==> src/rtl/pfb_pkg.sv <==
package pfb_pkg;
  typedef enum logic [1:0] {
    WM_DIRECT    = 2'd0,
    WM_LATCH     = 2'd1,
    WM_COLOR     = 2'd2,
    WM_MASKED_SR = 2'd3
  } wmode_e;
endpackage

==> src/rtl/pfb_rst_sync.sv <==
module pfb_rst_sync #(
  parameter int STAGES = 2
) (
  input  logic clk,
  input  logic rst_n,
  output logic rst_sync_n
);
  logic [STAGES-1:0] chain_q;
  logic [STAGES-1:0] chain_d;

  always_comb begin
    chain_d = {chain_q[STAGES-2:0], 1'b1};
  end

  always_ff @(posedge clk or negedge rst_n) begin
    if (!rst_n) begin
      chain_q <= '0;
    end else begin
      chain_q <= chain_d;
    end
  end

  assign rst_sync_n = chain_q[STAGES-1];
endmodule

==> src/rtl/pfb_rotr.sv <==
module pfb_rotr #(
  parameter int W = 8,
  localparam int CW = $clog2(W)
) (
  input  logic [W-1:0]  din,
  input  logic [CW-1:0] amt,
  output logic [W-1:0]  dout
);
  logic [2*W-1:0] doubled;

  always_comb begin
    doubled = {din, din} >> amt;
    dout    = doubled[W-1:0];
  end
endmodule

==> src/rtl/pfb_lane.sv <==
module pfb_lane
  import pfb_pkg::*;
#(
  parameter int W = 8
) (
  input  wmode_e       mode,
  input  logic [W-1:0] rot_byte,
  input  logic [W-1:0] cpu_byte,
  input  logic [W-1:0] latch_byte,
  input  logic [W-1:0] mask_byte,
  input  logic         sr_bit,
  input  logic         sr_en_bit,
  input  logic         color_bit,
  output logic [W-1:0] result
);
  logic [W-1:0] src;
  logic [W-1:0] msk;

  always_comb begin
    unique case (mode)
      WM_DIRECT: begin
        src = sr_en_bit ? {W{sr_bit}} : rot_byte;
        msk = mask_byte;
      end
      WM_LATCH: begin
        src = latch_byte;
        msk = '1;
      end
      WM_COLOR: begin
        src = {W{color_bit}};
        msk = mask_byte;
      end
      default: begin
        src = {W{sr_bit}};
        msk = cpu_byte & mask_byte;
      end
    endcase
    result = (src & msk) | (latch_byte & ~msk);
  end
endmodule

==> src/rtl/pfb_write_unit.sv <==
module pfb_write_unit
  import pfb_pkg::*;
#(
  parameter int W       = 8,
  parameter int NPLANES = 4,
  localparam int CW     = $clog2(W),
  localparam int BUSW   = W * NPLANES
) (
  input  logic               clk,
  input  logic               rst_n,
  input  logic               wr_en,
  input  logic [W-1:0]       wr_data,
  input  logic [BUSW-1:0]    latch_bytes,
  input  logic [1:0]         wr_mode,
  input  logic [CW-1:0]      rot_amt,
  input  logic [NPLANES-1:0] sr_color,
  input  logic [NPLANES-1:0] sr_enable,
  input  logic [W-1:0]       bit_mask,
  input  logic [NPLANES-1:0] plane_en,
  output logic [BUSW-1:0]    plane_data,
  output logic [NPLANES-1:0] plane_we
);
  logic            rst_sync_n;
  logic [W-1:0]    rot_byte;
  logic [BUSW-1:0] lane_out;
  logic [BUSW-1:0] data_d, data_q;
  logic [NPLANES-1:0] we_d, we_q;
  wmode_e          mode;

  assign mode = wmode_e'(wr_mode);

  pfb_rst_sync #(.STAGES(2)) u_rst_sync (
    .clk        (clk),
    .rst_n      (rst_n),
    .rst_sync_n (rst_sync_n)
  );

  pfb_rotr #(.W(W)) u_rotr (
    .din  (wr_data),
    .amt  (rot_amt),
    .dout (rot_byte)
  );

  for (genvar p = 0; p < NPLANES; p++) begin : g_lane
    pfb_lane #(.W(W)) u_lane (
      .mode       (mode),
      .rot_byte   (rot_byte),
      .cpu_byte   (wr_data),
      .latch_byte (latch_bytes[p*W +: W]),
      .mask_byte  (bit_mask),
      .sr_bit     (sr_color[p]),
      .sr_en_bit  (sr_enable[p]),
      .color_bit  (wr_data[p]),
      .result     (lane_out[p*W +: W])
    );
  end

  always_comb begin
    data_d = data_q;
    we_d   = '0;
    if (wr_en) begin
      data_d = lane_out;
      we_d   = plane_en;
    end
  end

  always_ff @(posedge clk or negedge rst_sync_n) begin
    if (!rst_sync_n) begin
      data_q <= '0;
      we_q   <= '0;
    end else begin
      if (wr_en) begin
        data_q <= data_d;
      end
      we_q <= we_d;
    end
  end

  assign plane_data = data_q;
  assign plane_we   = we_q;
endmodule

==> config.mk <==
export PLATFORM = sky130hd
export DESIGN_NAME = pfb_write_unit
export DESIGN_NICKNAME = d
export VERILOG_FILES = /design/src/rtl/pfb_pkg.sv /design/src/rtl/pfb_rst_sync.sv /design/src/rtl/pfb_rotr.sv /design/src/rtl/pfb_lane.sv /design/src/rtl/pfb_write_unit.sv
export SDC_FILE = /design/constraint.sdc
export NUM_CORES = 1
export LEC_CHECK = 0
export CAP_MARGIN = 40
export CORE_MARGIN = 2
export CORE_UTILIZATION = 25
export CTS_CLUSTER_DIAMETER = 40
export DETAILED_ROUTE_END_ITERATION = 16
export PLACE_DENSITY = 0.6
export RECOVER_POWER = 50
export SYNTH_ARGS = -nofsm -noshare
export SYNTH_HDL_FRONTEND = slang
export SYNTH_HIERARCHICAL = 1
export SYNTH_SLANG_ARGS = --single-unit
==> constraint.sdc <==
create_clock -name clk -period 1.1 [get_ports clk]
set_input_delay 0.165 -clock clk [delete_from_list [all_inputs] [get_ports clk]]
set_output_delay 0.165 -clock clk [all_outputs]
set_load 0.05 [all_outputs]
==> results.tsv <==
stage	metric	value	unit
floorplanning	core	14370	um^2
place	gp_congestion	0.9177	
outcome	status	finished, violations left	
timing	setup_slack	-0.6525	ns
power_and_ir_drop	internal-power	4.291	mW
critical_path	critPathCaptureType	flip-flop	
synth	yosysWarnings	6	
drt	wl_per_cell	18.85	um
final_layout	n_fill_cell	1367	
critical_path	crit_top_cell	mux2_4	
power_and_ir_drop	peakVddDrop	0.5943	mV
floorplanning	floorplan.die.width	124.6	um
timing	timing.final.crit_period	1.752	ns
clock_network	cts.clk_slew.worst_paths	0.06	ns
critical_path	rr_worst_depth	1	
global_routing	track_usage	16.39	%
power_and_ir_drop	p_per_area	1129	nW/um^2
final_layout	mostFrequentLayoutCells	75 x mux2_4, 55 x o21ai_0, 53 x clkdlybuf4s50_1	
outcome	violations	negative setup slack	
synth	synth.avg_cell_area	10.50	um^2
power_and_ir_drop	power.leakage	2.596	nW
synth	ys_ff_latch	38	
synth	syn_inst	346	
clock_network	cts_buffers	5	
timing	fmax	570.6	MHz
floorplanning	ioPinCount	104	
timing	rsz0062_at_grt	true	
clock_network	cts_root_buf	clkbuf_16	
drt	vias	3334	
job	maxCapViolCount	0	
timing	finalSetupTns	-18.69	ns
floorplanning	start_util	25.29	%
critical_path	crit_arrival	1.92	ns
timing	finalSetupViolations	32	
clock_network	clock_sinks	38	
clock_network	htree_num_levels	2	
critical_path	critPathRequiredTime	1.27	ns
final_layout	diodes	0	
global_routing	grt_max_degree	28	
hold_path	hold_class	primary input to asynchronous set/reset pin	
clock_network	cts_buffer_depth	2	
synth	ys_types	18	
final_layout	final_design_area_no_fill	5903	um^2
synth	syn_nets	414	
critical_path	max_stage_delay	0.53	ns
power_and_ir_drop	share_comb_of_total_power	50.2	%
critical_path	critPathLaunchType	primary input	
place	placed_cell_area	5713	um^2
timing	finalHoldViolCount	0	
critical_path	reg2reg_from	plane_data[5]$_DFFE_PN0P_	
floorplanning	die_h	124.6	um
drt	routed_wirelength	12670	um
power_and_ir_drop	clock_power_share	22.7	%
floorplanning	rows	44	
timing	holdWs	0.1135	ns
global_routing	antenna_found_initial	0	
timing	maxSlewViolCount	0	
critical_path	crit_type	primary input to flip-flop	
critical_path	r2r_setup_slack	0.25	ns
critical_path	crit_fanout	8	
critical_path	worstReg2RegEnd	plane_data[5]$_DFFE_PN0P_	
drt	dr.pass1.iters	4	
timing	fin_skew	0.006678	ns
drt	drc_errors	0	
power_and_ir_drop	p_seq_share	27.1	%
final_layout	drive_gt1_share	47.75	%
critical_path	path_cells	buf_12 -> mux4_2 -> mux2_4 -> mux2_4 -> a22oi_2 -> o21ai_1 -> mux2_4	
timing	fin_crit_sh	159.3	%
final_layout	final_common_cell	mux2_4	
final_layout	nets	555	
synth	synth_area	3633	um^2
final_layout	syn2layout_area_growth	62.47	%
power_and_ir_drop	p_sw	2.377	mW
timing	relSlewSlack	63.02	%
drt	final_antenna_net_count	0	
critical_path	slowest_stage	mux4_2	
global_routing	grt_pass1_vias	3602	
clock_network	insertion_delay	0.29	ns
place	io_buffers	103	
drt	vias_per_cell	4.961	
timing	worstMarginPinSlew	0.5547	ns
synth	ys_seq_area_share	26.17	%
floorplanning	dieArea	15510	um^2
clock_network	cts_setup_buffers	0	
power_and_ir_drop	swShare	35.65	%
place	dpl.hpwl	9832	um
global_routing	gr-total-overflow	0	
clock_network	cts_tree	done	
drt	drtIter0Drc	201	
global_routing	grt_pass1_wl	20080	um
==> area by class of cell <==
type	instances	area (um^2)	area share [%]
clock inverters	1	5.005	0.08478
flip-flops and latches	38	954.7	16.17
repair buffers	153	1904	32.26
inverters	36	135.1	2.289
well taps	184	230.2	3.900
multi-input cells	253	2531	42.88
clock buffers	7	142.6	2.416
==> critical path: cells and delay by family <==
family                 cells  cell delay (ns)
AOI/OAI and AO/OA          2             0.25
buffers and inverters      1             0.10
muxes                      4             1.40
==> power by group through the flow <==
stage	Clock (mW)	Sequential, mW	Combinational (mW)
CTS	1.56	1.81	3.35
global route	1.61	1.83	3.51
floorplan	0	2.34	1.20
detailed placement	0	1.83	3.33
finish	1.52	1.80	3.35
global placement	0	1.83	3.28
==> sequential cells by signal (all words and copies together), names as in the netlist <==
register            cells
plane_data             32
plane_we                4
u_rst_sync/chain_q      2
==> synth_stat cells, drive strengths merged <==
cell type / n / area [um^2]
mux4: 8 / 210.2
dfrtp: 38 / 950.9
and2: 4 / 25.02
a22oi: 32 / 260.3
inv: 36 / 135.1
buf: 19 / 193.9
o21ai: 96 / 480.5
mux2: 76 / 1089
nor2: 4 / 45.04
a21boi: 32 / 240.2
conb: 1 / 3.750
==> per-layer routing <==
metal	GRT usage [%]	vias up	wire length (um)
met1	21.77	1629	5496
met3	2.749	20	760
met4	4.891	0	283
met5	0	-	0
li1	-	1568	-
met2	27.35	117	6126
==> metrics by stage <==
| stage | power [mW] | setup WS, ns | instances | util (%) |
|---|---|---|---|---|
| 2_1_floorplan | 3.539 | -0.7695 | 346 | - |
| 5_1_grt | 6.950 | -0.6572 | 672 | 41.08 |
| 3_3_place_gp | 5.113 | -1.424 | 665 | 39.76 |
| 4_1_cts | 6.710 | -0.6515 | 672 | 40.94 |
| 3_5_place_dp | 5.154 | -1.476 | 665 | 39.76 |
| 6_report | 6.667 | -0.6525 | 672 | 41.08 |
==> kinds of logic (layout without fill, tap and decap cells) <==
kind of cell	Yosys count	after routing	share of synthesized area [%]
flops	38	38	26.17
mux	84	84	35.74
buf+inv	55	197	9.057
other cells	1	1	0.1032
compound gates	160	160	27.00
simple gates	8	8	1.928
==> worst max-delay path by stage <==
stage	from	to	slack [ns]
after floorplan	rot_amt[2]	plane_data[26]$_DFFE_PN0P_	-0.77
after global placement	rot_amt[2]	plane_data[31]$_DFFE_PN0P_	-1.42
after detailed placement	rot_amt[2]	plane_data[27]$_DFFE_PN0P_	-1.48
after CTS	rot_amt[2]	plane_data[27]$_DFFE_PN0P_	-0.65
after global routing	rot_amt[2]	plane_data[25]$_DFFE_PN0P_	-0.66
final	rot_amt[2]	plane_data[27]$_DFFE_PN0P_	-0.65
==> repair_timing <==
item                       in CTS  in global routing
setup endpoints to repair      32                 34
pin swaps                       3                  2
hold buffers                    0                  0
resized for setup              70                  9
cloned                          0                  0
Power figures use the tool's default switching activity.
